### config.mk
export PLATFORM = sky130hd
export DESIGN_NAME = loopback_ctrl
export DESIGN_NICKNAME = d
export VERILOG_FILES = /design/src/rtl/lb_pkg.sv /design/src/rtl/lb_mode_ctrl.sv /design/src/rtl/lb_tx_path.sv /design/src/rtl/lb_rx_path.sv /design/src/rtl/loopback_ctrl.sv
export SDC_FILE = /design/constraint.sdc
export NUM_CORES = 1
export LEC_CHECK = 0
export ABC_AREA = 1
export BUFFER_PORTS_ARGS = -buffer_cell sky130_fd_sc_hd__buf_2
export CAP_MARGIN = 25
export CORE_AREA = 2 2 39 41
export DETAILED_ROUTE_END_ITERATION = 12
export DIE_AREA = 0 0 41 43
export PLACE_DENSITY = 0.65
export SETUP_SLACK_MARGIN = 0.3
export SLEW_MARGIN = 20
export SYNTH_ARGS = -nofsm -noshare
export SYNTH_HDL_FRONTEND = slang
export SYNTH_HIERARCHICAL = 1
export SYNTH_SLANG_ARGS = --single-unit
### constraint.sdc
create_clock -name clk -period 1 [get_ports clk]
set_input_delay 0.05 -clock clk [delete_from_list [all_inputs] [get_ports clk]]
set_output_delay 0.05 -clock clk [all_outputs]
set_load 0.005 [all_outputs]
### src/rtl/lb_pkg.sv
package lb_pkg;

    // Mode encoding is {local, remote}
    typedef enum logic [1:0] {
        LB_OFF     = 2'b00,
        LB_REMOTE  = 2'b01,
        LB_ANALOG  = 2'b10,
        LB_DIGITAL = 2'b11
    } lb_mode_t;

    // Source feeding the receive chain register
    typedef enum logic [1:0] {
        SRC_LINE   = 2'b00,
        SRC_FE_DLY = 2'b01,
        SRC_TX     = 2'b10
    } lb_src_t;

endpackage

### src/rtl/lb_mode_ctrl.sv
module lb_mode_ctrl
    import lb_pkg::*;
(
    input  logic     clk,
    input  logic     rst_n,
    input  logic     loop_local,
    input  logic     loop_remote,
    output lb_mode_t mode,
    output logic     tx_from_line,
    output lb_src_t  chain_src
);

    lb_mode_t state_q;
    lb_mode_t state_d;

    // Next state: bits pick the target directly
    always_comb begin
        unique case ({loop_local, loop_remote})
            2'b00:   state_d = LB_OFF;
            2'b01:   state_d = LB_REMOTE;
            2'b10:   state_d = LB_ANALOG;
            default: state_d = LB_DIGITAL;
        endcase
    end

    always_ff @(posedge clk or negedge rst_n) begin
        if (!rst_n) state_q <= LB_OFF;
        else        state_q <= state_d;
    end

    // Output decode from the registered state
    always_comb begin
        tx_from_line = 1'b0;
        chain_src    = SRC_LINE;
        unique case (state_q)
            LB_OFF:     chain_src = SRC_LINE;
            LB_REMOTE:  begin
                tx_from_line = 1'b1;
                chain_src    = SRC_LINE;
            end
            LB_ANALOG:  chain_src = SRC_FE_DLY;
            LB_DIGITAL: chain_src = SRC_TX;
            default:    chain_src = SRC_LINE;
        endcase
    end

    assign mode = state_q;

endmodule

### src/rtl/lb_tx_path.sv
module lb_tx_path #(
    parameter int DW = 1
) (
    input  logic          clk,
    input  logic          rst_n,
    input  logic          tx_from_line,
    input  logic [DW-1:0] tx_dat,
    input  logic          tx_stb,
    input  logic [DW-1:0] line_rx_dat,
    input  logic          line_rx_stb,
    output logic [DW-1:0] line_tx_dat,
    output logic          line_tx_stb
);

    localparam int SW = DW + 1;

    logic [SW-1:0] pick;
    logic [SW-1:0] out_q;

    always_comb begin
        if (tx_from_line) pick = {line_rx_dat, line_rx_stb};
        else              pick = {tx_dat, tx_stb};
    end

    always_ff @(posedge clk or negedge rst_n) begin
        if (!rst_n) out_q <= '0;
        else        out_q <= pick;
    end

    assign line_tx_dat = out_q[SW-1:1];
    assign line_tx_stb = out_q[0];

endmodule

### src/rtl/lb_rx_path.sv
module lb_rx_path
    import lb_pkg::*;
#(
    parameter int DW = 1
) (
    input  logic          clk,
    input  logic          rst_n,
    input  lb_src_t       chain_src,
    input  logic [DW-1:0] tx_dat,
    input  logic          tx_stb,
    input  logic [DW-1:0] line_rx_dat,
    input  logic          line_rx_stb,
    input  logic [DW-1:0] line_tx_dat,
    input  logic          line_tx_stb,
    output logic [DW-1:0] chain_dat,
    output logic          chain_stb,
    output logic [DW-1:0] rx_dat,
    output logic          rx_stb
);

    localparam int SW = DW + 1;

    logic [SW-1:0] fe_q;
    logic [SW-1:0] chain_d;
    logic [SW-1:0] chain_q;
    logic [SW-1:0] rx_q;

    // Modelled front end: one stage behind the transmit line output
    always_ff @(posedge clk or negedge rst_n) begin
        if (!rst_n) fe_q <= '0;
        else        fe_q <= {line_tx_dat, line_tx_stb};
    end

    always_comb begin
        unique case (chain_src)
            SRC_FE_DLY: chain_d = fe_q;
            SRC_TX:     chain_d = {tx_dat, tx_stb};
            default:    chain_d = {line_rx_dat, line_rx_stb};
        endcase
    end

    always_ff @(posedge clk or negedge rst_n) begin
        if (!rst_n) begin
            chain_q <= '0;
            rx_q    <= '0;
        end else begin
            chain_q <= chain_d;
            rx_q    <= chain_q;
        end
    end

    assign chain_dat = chain_q[SW-1:1];
    assign chain_stb = chain_q[0];
    assign rx_dat    = rx_q[SW-1:1];
    assign rx_stb    = rx_q[0];

endmodule

### src/rtl/loopback_ctrl.sv
module loopback_ctrl
    import lb_pkg::*;
#(
    parameter int DW = 1
) (
    input  logic          clk,
    input  logic          rst_n,
    input  logic          loop_local,
    input  logic          loop_remote,
    input  logic [DW-1:0] tx_dat,
    input  logic          tx_stb,
    input  logic [DW-1:0] line_rx_dat,
    input  logic          line_rx_stb,
    output logic [DW-1:0] line_tx_dat,
    output logic          line_tx_stb,
    output logic [DW-1:0] chain_dat,
    output logic          chain_stb,
    output logic [DW-1:0] rx_dat,
    output logic          rx_stb,
    output logic [1:0]    mode_status
);

    lb_mode_t mode;
    logic     tx_from_line;
    lb_src_t  chain_src;

    lb_mode_ctrl u_mode (
        .clk          (clk),
        .rst_n        (rst_n),
        .loop_local   (loop_local),
        .loop_remote  (loop_remote),
        .mode         (mode),
        .tx_from_line (tx_from_line),
        .chain_src    (chain_src)
    );

    lb_tx_path #(.DW(DW)) u_tx (
        .clk          (clk),
        .rst_n        (rst_n),
        .tx_from_line (tx_from_line),
        .tx_dat       (tx_dat),
        .tx_stb       (tx_stb),
        .line_rx_dat  (line_rx_dat),
        .line_rx_stb  (line_rx_stb),
        .line_tx_dat  (line_tx_dat),
        .line_tx_stb  (line_tx_stb)
    );

    lb_rx_path #(.DW(DW)) u_rx (
        .clk          (clk),
        .rst_n        (rst_n),
        .chain_src    (chain_src),
        .tx_dat       (tx_dat),
        .tx_stb       (tx_stb),
        .line_rx_dat  (line_rx_dat),
        .line_rx_stb  (line_rx_stb),
        .line_tx_dat  (line_tx_dat),
        .line_tx_stb  (line_tx_stb),
        .chain_dat    (chain_dat),
        .chain_stb    (chain_stb),
        .rx_dat       (rx_dat),
        .rx_stb       (rx_stb)
    );

    assign mode_status = mode;

endmodule

== Yosys cells after proc, flatten, opt, wreduce, memory -nomap -nowiden ==
Cells that the tools add are included.
Word-level totals
  input port bits: 8
  word-level logic and storage cells: 20
  output and inout port bits: 8
  register bits after elaboration: 10
Cells by class
  mux-type cells: 5
  reductions and logical operators: 3
  equality and inequality tests: 7
Operators with widths (count)
  case mux 2 bit (3 select lines): 2
  == test 2 bit (second input constant): 4
  == test 2 x 1 -> 1 bit (second input constant): 3
  logical NOT 2 bit: 2
  case mux 2 bit (2 select lines): 1
  2-to-1 mux 2 bit: 1
  OR reduction 2 bit: 1
  2-to-1 mux 1 bit: 1

== Depth between registers and ports, before layout ==
Gate-level depths: netlist of the first run.
  depth in word-level cells: 5
  depth in mapped cells: 8
  mapped depth without buffers: 8

== By module ==
Netlist of the first run, hierarchy kept.
By module, submodules not included
  lb_rx_path: sequential area each 150.1 um^2, area each 231.5 um^2, cells each 23, instances 1
  lb_mode_ctrl: sequential area each 50.0 um^2, area each 80.1 um^2, cells each 10, instances 1
  lb_tx_path: sequential area each 50.0 um^2, area each 76.3 um^2, cells each 9, instances 1

== Worst setup path after synthesis of the first run ==
OpenSTA, ideal clock, no wires.
  path type: register -> register
  start point: register u_mode.state_q[0], in the netlist u_mode/mode[0]
  end point: register u_rx.chain_q[0]
  library setup time: 116 ps
  arrival: 1017 ps
  data required time: 884 ps
  clock period less this slack: 1133 ps
  stages on the path, launching flop included: 7
  path buffers: 0
  setup slack: -133 ps
  cells stage by stage: dfrtp_1 nor2_1 inv_1 ha_1 inv_1 nand2_1 nand2_1
On the way
  word-level cells in the longest chain between the ends: 5
  elaborated cells between the ends (all ways): 9
  those cells by class: 5 x eq/ne; 2 x mux; 2 x reduce/logical
RTL lines
  start: declaration: line lb_mode_ctrl.sv:13  | lb_mode_t state_q;
  start signal: assignment: line lb_mode_ctrl.sv:28  | else state_q <= state_d;
  == test 2 x 1 -> 1 bit / logical NOT 2 bit (equally long branches): line lb_mode_ctrl.sv:35  | unique case (state_q)
  OR reduction 2 bit (no line)
  case mux 2 bit (3 select lines) *: line lb_mode_ctrl.sv:35
  via chain_src[0]: line loopback_ctrl.sv:25  | lb_src_t chain_src;
  == test 2 bit / == test 2 x 1 -> 1 bit (equally long branches): line lb_rx_path.sv:35  | unique case (chain_src)
  case mux 2 bit (2 select lines) *: line lb_rx_path.sv:35
  via u_rx.chain_d[0]: line lb_rx_path.sv:24  | logic [SW-1:0] chain_d;
  end signal: assignment: line lb_rx_path.sv:47  | chain_q <= chain_d;
  end: declaration: line lb_rx_path.sv:25  | logic [SW-1:0] chain_q;
Mark *: on every way through the listed nets, which the timed path passes. The rest lies on a longest branch.

== Worst setup path after layout of the first run ==
  start point: register u_mode.state_q[0], in the netlist u_mode/mode[0]
  end point: register u_rx.chain_q[1]
Same word-level chain as after synthesis.

==> flow_summary_export.csv, run 1 <==
group,metric,value,unit
routing,antenna_left,0,
floorplanning,core-area,1380,µm²
final_layout,fill_cells,140,
global_routing,grt_pass1_vias,344,
routing,routed_wirelength,849,µm
global_routing,groute.usage.overall,0.119,
worst_setup_path,worstSetupPathType,"reg -> reg",
worst_setup_path,crit_path_cell_trace,"nor2_2 > inv_2 > ha_4 > inv_2 > nand2_1 > nand2_1",
routing,wl_per_cell,9.87,µm
final_layout,area_delta_synth_final,63.9,%
routing,drt_first_iter_violations,2,
logic_synthesis,ys_top_cells_by_area,"dfrtp_1, nand2_1, inv_1, ha_1, clkbuf_1",
power_and_ir_drop,vdd_drop_max,0.903,mV
logic_synthesis,seq_area_frac_synth,0.645,
global_routing,grt_pass1_wl,1.33,mm
clock_tree,path_clk_slew,70,ps
final_layout,stdcell_count,86,
worst_setup_path,required,1160,ps
logic_synthesis,synth.most_common_cell,"nand2_1",
clock_tree,cts_buffer_depth,2,
final_layout,ff_latch_area,250,µm²
global_routing,overflow,0,
logic_synthesis,syn_avg_cell_area,9.24,µm²
final_layout,utilization,0.459,
placed_design,place_hpwl,550,µm
floorplanning,dieHeight,43,µm
timing,hold_viol_final,0,
worst_setup_path,path_delay_family,"flip-flops",
timing,setup_ws,-128,ps
logic_synthesis,yosysWarnings,6,
flow_run,max_cap_violations,0,
placed_design,dp_cells,72,
final_layout,drive_gt1_frac,0.443,
worst_setup_path,critPathSlowestCell,"dfrtp_1",
global_routing,grt_antenna_before_repair,0,
power_and_ir_drop,power_frac_comb,0.158,
hold_path,hold_path_class,"in -> reg",
logic_synthesis,yosys.area.top_type,"dfrtp_1",
clock_tree,tritoncts,"yes",
outcome,violations,"setup timing",
global_routing,grt_max_degree,11,
clock_tree,cts_made_buffers,3,
logic_synthesis,ys_types,6,
placed_design,port_buffers,15,
logic_synthesis,yosys_most_used_dff,"dfrtp_1",
floorplanning,num_io_pins,16,
timing,slew_viol_final,0,
floorplanning,rows,14,
floorplanning,initial_core_util,0.280,
worst_setup_path,path_max_fanout,3,
logic_synthesis,synth_nets,52,
power_and_ir_drop,pwr-share-seq,0.469,
worst_setup_path,setup.worst_path.start_class,"flop",
timing,max_freq,887,MHz
final_layout,multiInputGateArea,126,µm²
worst_setup_path,slowest_delay,400,ps
worst_setup_path,r2r_cells,6,
logic_synthesis,synthCells,42,
worst_setup_path,cp.depth,6,
placed_design,place_congestion,0.764,
timing,finalCritPeriodShare,1.13,
timing,fin_crit,1130,ps
routing,vias_per_cell,3.99,
logic_synthesis,synth_top_area_share,0.645,
worst_setup_path,worstPathArrival,1280,ps
logic_synthesis,synth_common_cells,"nand2_1, dfrtp_1, inv_1",
timing,setup_violations,3,
floorplanning,dieArea,1760,µm²
clock_tree,clk-insertion-delay-late,260,ps
logic_synthesis,synth_edf_count,0,
timing,fin_worst_skew,4.02,ps
power_and_ir_drop,power_frac_clock,0.373,
routing,drc,0,
power_and_ir_drop,finalPower,0.962,mW
timing,tightest_slew,226,ps
worst_setup_path,worstPathBufferInverterCount,2,
power_and_ir_drop,p_leak,0.356,nW
placed_design,dp_slack,-159,ps
power_and_ir_drop,p_per_area,1510,nW/µm²
timing,relSlewSlack,0.849,
clock_tree,clock-sinks,10,
power_and_ir_drop,p_sw,0.219,mW
timing,rsz0062_at_grt,"true",
hold_path,min_delay_path_depth,3,
worst_setup_path,cp-end-kind,"flop",
final_layout,antenna_cells,0,
floorplanning,die_x,41,µm
clock_tree,h-tree-depth,1,
logic_synthesis,syn_area,388,µm²
logic_synthesis,synthArstFlopShare,1.00,
routing,num_vias,343,
power_and_ir_drop,p_int,0.743,mW
final_layout,finalNetCount,81,
routing,drt_pre_antenna_iters,4,
logic_synthesis,ys_seq_elements,10,
outcome,status,"finished, violations left",
clock_tree,root_buffer,"clkbuf_4",
power_and_ir_drop,p_sw_frac,0.228,
-- stage by stage --
stage / setup TNS, ps / hold slack (ps) / instance area [µm²]
finish: -322 / 18.8 / 636
global route: -598 / 1.74 / 636
CTS: -197 / 6.57 / 624
floorplan: -227 / -246 / 400
global placement: -282 / -85.8 / 495
detailed placement: -317 / -75.2 / 495
-- tightest hold or removal path, stage by stage --
cell and delay [ps]:
buf_2 90, nand2_1 50, nand2_1 60
-- layer usage --
metal	track usage	share of wire	vias to the layer above
met4	0.0600	0	0
met2	0.175	0.46	15
met3	0.0471	0.084	0
li1	-	-	174
met5	0	0	-
met1	0.143	0.45	154
-- power by group through the flow --
stage          logic, mW  registers (mW)  clock network, mW
3_5_place_dp       0.107           0.461                  0
2_1_floorplan     0.0441           0.463                  0
5_1_grt            0.170           0.456              0.403
4_1_cts            0.147           0.452              0.375
3_3_place_gp       0.106           0.459                  0
6_report           0.152           0.451              0.359
-- placed cells by master (no fill, tap or decap) --
| cell | netlist | routed |
|---|---|---|
| ha_4 | 0 | 1 |
| buf_2 | 0 | 15 |
| dfrtp_1 | 10 | 10 |
| inv_1 | 7 | 3 |
| buf_6 | 0 | 1 |
| nand2_1 | 19 | 19 |
| buf_4 | 0 | 4 |
| nor2_4 | 0 | 1 |
| nor2_2 | 0 | 1 |
| inv_2 | 0 | 4 |
| dlygate4sd3_1 | 0 | 6 |
| ha_1 | 2 | 1 |
| clkbuf_4 | 0 | 3 |
| clkbuf_8 | 0 | 1 |
-- worst paths after layout --
kind                       slack [ps]         endpoint       startpoint
max                              -130  u_rx/chain_q[1]   u_mode/mode[0]
min                                20    u_tx/out_q[1]      line_rx_dat
max reg2reg                      -130  u_rx/chain_q[1]   u_mode/mode[0]
min reg2reg                       370     u_rx/rx_q[1]  u_rx/chain_q[1]
max in group asynchronous         630     u_rx/fe_q[0]            rst_n
min in group asynchronous         180  u_rx/chain_q[0]            rst_n
-- what timing repair did --
| action | in CTS | in global routing |
|---|---|---|
| hold endpoints to repair | 15 | 0 |
| pin swaps | 0 | 2 |
| hold buffers | 6 | 0 |
| setup endpoints to repair | 12 | 12 |
| gates resized for setup | 6 | 1 |
| buffers inserted | 3 | 1 |
-- cell families (layout without fill, tap and decap cells) --
logic type	Yosys count	in the layout	share of synthesized area
and+or+nand+nor	21	21	0.203
DFF	10	10	0.645
buffers and inverters	9	37	0.0871
adders and majority gates	2	2	0.0645
-- state kept, by name (all words and copies together) (netlist names) --
signal and count:
u_tx/out_q 2, u_rx/chain_q 2, u_mode/mode 2, u_rx/rx_q 2, u_rx/fe_q 2
-- layout make-up --
class / count / area share
Timing Repair Buffer: 26 / 0.278
Tap cell: 16 / 0.0315
Sequential cell: 10 / 0.394
Clock buffer: 4 / 0.0571
Multi-Input combinational cell: 23 / 0.199
Inverter: 7 / 0.0413
(Power assumes the default switching activity.)
==> run 2, diff against run 1 <==
--- a/config.mk
+++ b/config.mk
@@ -11,8 +11,10 @@
 export CORE_AREA = 2 2 39 41
 export DETAILED_ROUTE_END_ITERATION = 12
 export DIE_AREA = 0 0 41 43
+export GPL_TIMING_DRIVEN = 0
 export PLACE_DENSITY = 0.65
-export SETUP_SLACK_MARGIN = 0.3
+export REMOVE_ABC_BUFFERS = 1
+export SETUP_SLACK_MARGIN = 0.2
 export SLEW_MARGIN = 20
 export SYNTH_ARGS = -nofsm -noshare
 export SYNTH_HDL_FRONTEND = slang
==> run 2 against run 1 <==
Compared with the run above:
- the flow still finishes with violations (setup timing)
- routed wire length shrank 3.2%
- cell area shrank 0.59%
- clock-buffer cell count is the same
- global-route usage grew 0.17 points
- combinational power shrank 4%
- largest power group unchanged
- highest routed layer is now met4
==> flow_summary_export.csv, run 2 (synthesized netlist as in run 1, its figures left out) <==
group,metric,value,unit
timing,relSlewSlack,0.856,
power_and_ir_drop,vdd_drop_max,0.910,mV
floorplanning,core-area,1380,µm²
final_layout,area_delta_synth_final,62.9,%
outcome,status,"finished, violations left",
flow_run,max_cap_violations,0,
power_and_ir_drop,p_leak,0.352,nW
worst_setup_path,worstSetupPathType,"reg -> reg",
routing,num_vias,337,
routing,wl_per_cell,9.67,µm
timing,fin_hold_ws,16.7,ps
timing,finalCritPeriodShare,1.15,
floorplanning,rows,14,
worst_setup_path,path_max_fanout,3,
global_routing,globalRoute.busiestLayer,"met2",
global_routing,grt_pass1_vias,300,
clock_tree,path_clk_slew,70,ps
hold_path,hold_end,"u_tx/out_q[1]",
worst_setup_path,r2r_end,"u_rx/chain_q[0]",
clock_tree,h-tree-depth,1,
worst_setup_path,path_delay_family,"flip-flops",
clock_tree,cts_made_buffers,3,
placed_design,port_buffers,15,
global_routing,overflow,0,
worst_setup_path,slowest_delay,410,ps
routing,antenna_left,0,
timing,rsz0062_at_grt,"true",
timing,hold_viol_final,0,
routing,drt_pre_antenna_iters,4,
global_routing,grt_antenna_before_repair,0,
global_routing,grt_util_met1,0.132,
final_layout,layout_commonest_cell,"nand2_1",
floorplanning,die_x,41,µm
timing,setup_violations,6,
outcome,violations,"setup timing",
placed_design,dp_cells,71,
clock_tree,root_buffer,"clkbuf_4",
routing,drc,0,
worst_setup_path,cp-end-kind,"flop",
placed_design,place_congestion,0.726,
global_routing,grtUsageMet2,0.163,
placed_design,place_hpwl,500,µm
hold_path,hold_path_class,"in -> reg",
timing,slew_viol_final,0,
worst_setup_path,setup.worst_path.start_class,"flop",
timing,fin_crit,1150,ps
final_layout,layout_common_cells,"nand2_1, buf_2, dfrtp_1, dlygate4sd3_1, inv_2",
worst_setup_path,required,1150,ps
clock_tree,cts_buffer_depth,2,
worst_setup_path,reg2reg_from,"u_mode/mode[0]",
worst_setup_path,r2r_cells,6,
floorplanning,dieArea,1760,µm²
timing,setup_ws,-147,ps
power_and_ir_drop,p_per_area,1520,nW/µm²
floorplanning,num_io_pins,16,
timing,fin_worst_skew,2.51,ps
timing,tightest_slew,215,ps
worst_setup_path,worstPathBufferInverterCount,2,
hold_path,worstHoldStart,"tx_dat",
timing,max_freq,872,MHz
final_layout,finalNetCount,80,
routing,vias_per_cell,3.96,
placed_design,dp_slack,-213,ps
global_routing,grt_pass1_wl,1.26,mm
floorplanning,dieHeight,43,µm
final_layout,antenna_cells,0,
clock_tree,clk-insertion-delay-late,260,ps
worst_setup_path,worstPathArrival,1300,ps
global_routing,grt_max_degree,11,
global_routing,use_met3,0.0314,
clock_tree,clock-sinks,10,
floorplanning,initial_core_util,0.280,
worst_setup_path,reg2reg_setup_slack,-150,ps
hold_path,min_delay_path_depth,3,
final_layout,stdcell_count,85,
power_and_ir_drop,finalPower,0.959,mW
worst_setup_path,critPathSlowestCell,"dfrtp_1",
global_routing,groute.usage.overall,0.120,
routing,drt_first_iter_violations,5,
clock_tree,tritoncts,"yes",
worst_setup_path,crit_path_cell_trace,"nor2_2 > inv_2 > ha_4 > inv_2 > nand2_1 > nand2_1",
final_layout,drive_gt1_frac,0.435,
worst_setup_path,startpoint,"u_mode/mode[0]",
routing,routed_wirelength,822,µm
-- run 2: how the worst max path moves through the flow --
stage / to / slack, ps / cells past startpoint
floorplan: u_rx/chain_q[0] / -130 / 6
global placement: u_rx/chain_q[0] / -190 / 6
detailed placement: u_rx/chain_q[0] / -210 / 7
CTS: u_rx/chain_q[0] / -140 / 7
global route: u_rx/chain_q[0] / -230 / 7
finish: u_rx/chain_q[0] / -150 / 6
-- run 2: final cells by class --
type / instances / area (µm²)
Clock buffer: 4 / 36.3
Fill cell: 118 / 752
Inverter: 7 / 26.3
Multi-Input combinational cell: 23 / 126
Sequential cell: 10 / 250
Tap cell: 16 / 20.0
Timing Repair Buffer: 25 / 173
-- run 2: worst min-delay path: cells and delay by family --
| kind | cells | cell delay (ps) |
|---|---|---|
| buffers and inverters | 1 | 100 |
| and+or+nand+nor | 2 | 100 |
-- run 2: what timing repair did --
item / in CTS / in global routing
pin swaps: 4 / 5
resized for setup: 6 / 4
buffers inserted: 2 / 2
endpoints found under the setup margin: 10 / 12
gates cloned: 0 / 0
endpoints found under the hold margin: 14 / 0
hold buffers: 6 / 0
-- run 2: stage by stage --
stage                util  setup TNS, ps  area [µm²]
floorplan               -           -266         380
global placement    0.344           -373         475
detailed placement  0.344           -416         475
CTS                 0.440           -269         609
global route        0.457           -896         632
finish              0.457           -520         632
-- run 2: report_power, final --
| group | internal (mW) | switching [mW] | total [mW] | leakage [nW] |
|---|---|---|---|---|
| Combinational | 0.0793 | 0.0670 | 0.146 | 0.210 |
| Sequential | 0.438 | 0.0135 | 0.452 | 0.120 |
| Clock | 0.221 | 0.140 | 0.361 | 0.0210 |
| Total | 0.739 | 0.220 | 0.959 | 0.352 |
-- run 2: metal layers --
metal / share of wire / vias to the layer above / wire length [µm]
met1: 0.38 / 153 / 314
met2: 0.54 / 10 / 446
li1: - / 172 / -
met3: 0.051 / 2 / 42
met4: 0.023 / 0 / 19
met5: 0 / - / 0
==> run 3, diff against run 2 <==
--- a/config.mk
+++ b/config.mk
@@ -5,18 +5,16 @@
 export SDC_FILE = /design/constraint.sdc
 export NUM_CORES = 1
 export LEC_CHECK = 0
-export ABC_AREA = 1
 export BUFFER_PORTS_ARGS = -buffer_cell sky130_fd_sc_hd__buf_2
 export CAP_MARGIN = 25
 export CORE_AREA = 2 2 39 41
 export DETAILED_ROUTE_END_ITERATION = 12
 export DIE_AREA = 0 0 41 43
 export GPL_TIMING_DRIVEN = 0
-export PLACE_DENSITY = 0.65
+export PLACE_DENSITY = 0.61
 export REMOVE_ABC_BUFFERS = 1
 export SETUP_SLACK_MARGIN = 0.2
 export SLEW_MARGIN = 20
 export SYNTH_ARGS = -nofsm -noshare
 export SYNTH_HDL_FRONTEND = slang
-export SYNTH_HIERARCHICAL = 1
 export SYNTH_SLANG_ARGS = --single-unit
==> run 3 against run 2 <==
Compared with the run above:
- the flow now finishes without violations
- clock-buffer cell count stayed put
- non-clock buffer count is 2 lower
- core utilization is 6.9 points lower
- critical path depth is 4 lower
- highest routed layer is now met3
==> flow_summary_export.csv, run 3 <==
group,metric,value,unit
clock_tree,tritoncts,"yes",
placed_design,placed_area,427,µm²
logic_synthesis,synth-simple-area-share,0.0627,
logic_synthesis,synth-xor-area-share,0,
global_routing,grt_antenna_before_repair,0,
routing,vias_per_cell,3.79,
floorplanning,dieHeight,43,µm
timing,hold_viol_final,0,
worst_setup_path,slowest_delay,430,ps
placed_design,dp_slack,-59.1,ps
logic_synthesis,synth_edf_count,0,
final_layout,layout_common_cells,"buf_2, dfrtp_1, buf_4, clkbuf_4, dlygate4sd3_1",
power_and_ir_drop,p_int,0.728,mW
global_routing,grt_pass1_wl,1.06,mm
outcome,status,"finished, final reports clean",
global_routing,groute.usage.overall,0.0924,
floorplanning,rows,14,
clock_tree,cts_buffer_depth,2,
logic_synthesis,seq_area_frac_synth,0.738,
floorplanning,initial_core_util,0.245,
worst_setup_path,cp-end-kind,"flop",
logic_synthesis,synth_compound_gate_area_share,0.0295,
logic_synthesis,synth_top_area_share,0.738,
placed_design,dp_cells,50,
routing,drt_first_iter_violations,0,
power_and_ir_drop,p_leak,0.271,nW
power_and_ir_drop,p_sw,0.192,mW
logic_synthesis,yosysWarnings,0,
clock_tree,path_clk_slew,70,ps
power_and_ir_drop,pwr-share-seq,0.489,
worst_setup_path,required,1150,ps
floorplanning,core-area,1380,µm²
floorplanning,die_x,41,µm
global_routing,overflow,0,
timing,tightest_slew,217,ps
final_layout,area_delta_synth_final,58.3,%
clock_tree,h-tree-depth,1,
worst_setup_path,crit_path_cell_trace,"nor2b_4 > mux2_4",
placed_design,place_congestion,0.705,
logic_synthesis,synth.most_common_cell,"dfrtp_1",
routing,num_vias,235,
power_and_ir_drop,vdd_drop_max,0.669,mV
worst_setup_path,path_max_fanout,3,
hold_path,hold_path_class,"in -> reg",
routing,routed_wirelength,660,µm
timing,rsz0062_at_grt,"true",
logic_synthesis,synthMuxAreaShare,0.148,
final_layout,stdcell_count,62,
routing,drt_pre_antenna_iters,1,
placed_design,port_buffers,15,
logic_synthesis,ys_types,7,
clock_tree,cts_made_buffers,3,
logic_synthesis,syn_avg_cell_area,16.1,µm²
routing,wl_per_cell,10.6,µm
final_layout,finalNetCount,55,
timing,fin_crit,987,ps
final_layout,layout_commonest_cell,"buf_2",
timing,setup_ws,12.9,ps
flow_run,max_cap_violations,0,
clock_tree,clk-insertion-delay-late,260,ps
routing,antenna_left,0,
clock_tree,root_buffer,"clkbuf_4",
power_and_ir_drop,power_frac_clock,0.388,
worst_setup_path,worstPathArrival,1140,ps
clock_tree,clock-sinks,10,
logic_synthesis,synthCells,21,
power_and_ir_drop,p_sw_frac,0.209,
logic_synthesis,synth_fa_ha_area_frac,0,
timing,relSlewSlack,0.855,
timing,finalCritPeriodShare,0.987,
logic_synthesis,synthArstFlopShare,1.00,
global_routing,grt_max_degree,11,
power_and_ir_drop,p_per_area,1710,nW/µm²
final_layout,antenna_cells,0,
timing,setup_violations,0,
worst_setup_path,worstSetupPathType,"reg -> reg",
logic_synthesis,ys_seq_elements,10,
worst_setup_path,critPathSlowestCell,"dfrtp_2",
worst_setup_path,setup.worst_path.start_class,"flop",
logic_synthesis,yosys_most_used_dff,"dfrtp_1",
floorplanning,dieArea,1760,µm²
logic_synthesis,ys_top_cells_by_area,"dfrtp_1, mux2_4, mux2i_1, nor2b_4, a21oi_1",
final_layout,finish.instance_area,537,µm²
timing,max_freq,1010,MHz
global_routing,grt_pass1_vias,258,
final_layout,drive_gt1_frac,0.630,
logic_synthesis,yosys.area.top_type,"dfrtp_1",
logic_synthesis,syn_area,339,µm²
logic_synthesis,synth_top_family_by_area,"multiplexers",
floorplanning,num_io_pins,16,
timing,fin_worst_skew,0.580,ps
power_and_ir_drop,power_frac_comb,0.122,
timing,slew_viol_final,0,
routing,drc,0,
-- run 3: changes by cell type after synthesis --
cell and delta:
a21oi_1 +2, nand2_1 -19, mux2i_1 +2, mux2_4 +2
inv_1 -7, ha_1 -2, nor2b_4 +1
-- run 3: logic make-up (layout without fill, tap and decap cells) --
logic type | after synthesis | after routing
flip-flops | 10 | 10
multiplexers | 4 | 4
AND/OR/NAND/NOR | 3 | 3
AO/OA/AOI/OAI | 2 | 2
buffers and inverters | 2 | 27
-- run 3: power by group through the flow --
stage | Sequential (mW) | Combinational (mW) | Clock [mW]
2_1_floorplan | 0.461 | 0.0258 | 0
3_3_place_gp | 0.460 | 0.0779 | 0
3_5_place_dp | 0.462 | 0.0796 | 0
4_1_cts | 0.451 | 0.108 | 0.376
5_1_grt | 0.454 | 0.126 | 0.387
6_report | 0.451 | 0.112 | 0.358
-- run 3: final timing paths --
| kind | end | from | cells past startpoint | slack (ps) |
|---|---|---|---|---|
| setup / recovery | u_tx.out_q[1] | u_mode.mode[1] | 2 | 10 |
| hold / removal | u_tx.out_q[1] | line_rx_dat | 2 | 30 |
| setup reg to reg | u_tx.out_q[1] | u_mode.mode[1] | 2 | 10 |
| hold reg to reg | u_rx.rx_q[1] | u_rx.chain_q[1] | 0 | 380 |
| max in group asynchronous | u_mode.mode[1] | rst_n | 2 | 630 |
| min in group asynchronous | u_rx.rx_q[1] | rst_n | 2 | 170 |
-- run 3: per-stage QoR --
| step | power (mW) | hold slack [ps] | setup TNS [ps] | util |
|---|---|---|---|---|
| after detailed placement | 0.541 | -79.1 | -118 | 0.308 |
| after CTS | 0.934 | 21.3 | 0 | 0.380 |
| final | 0.921 | 33.8 | 0 | 0.388 |
| after global routing | 0.967 | 32.0 | -22.9 | 0.388 |
| after global placement | 0.538 | -86.4 | -94.9 | 0.308 |
| after floorplan | 0.487 | -246 | -7.13 | - |
-- run 3: metal layers --
layer  vias to the layer above  track usage  share of wire  wire (µm)
met5                         -            0              0          0
met4                         0       0.0600              0          0
met3                         0       0.0314          0.098         65
met2                        16        0.116           0.44        291
met1                       102        0.130           0.46        303
li1                        117            -              -          -
-- run 3: layout make-up --
cell class                 instances  area [µm²]
multi-input combinational          9        81.3
clock buffer                       4        36.3
fill                             132         847
tap                               16        20.0
timing repair buffer              23         146
sequential                        10         253
-- run 3: worst max-delay path, delay by kind of cell, from the launching register on --
family	cells	cell delay [ps]
flops	1	430
mux	1	300
simple gates	1	140
-- run 3: what timing repair did --
item	in CTS	in global routing
gates resized for setup	2	1
hold buffers	3	0
endpoints found under the setup margin	12	12
buffers inserted	4	1
pin swaps	1	1
hold endpoints to repair	12	0
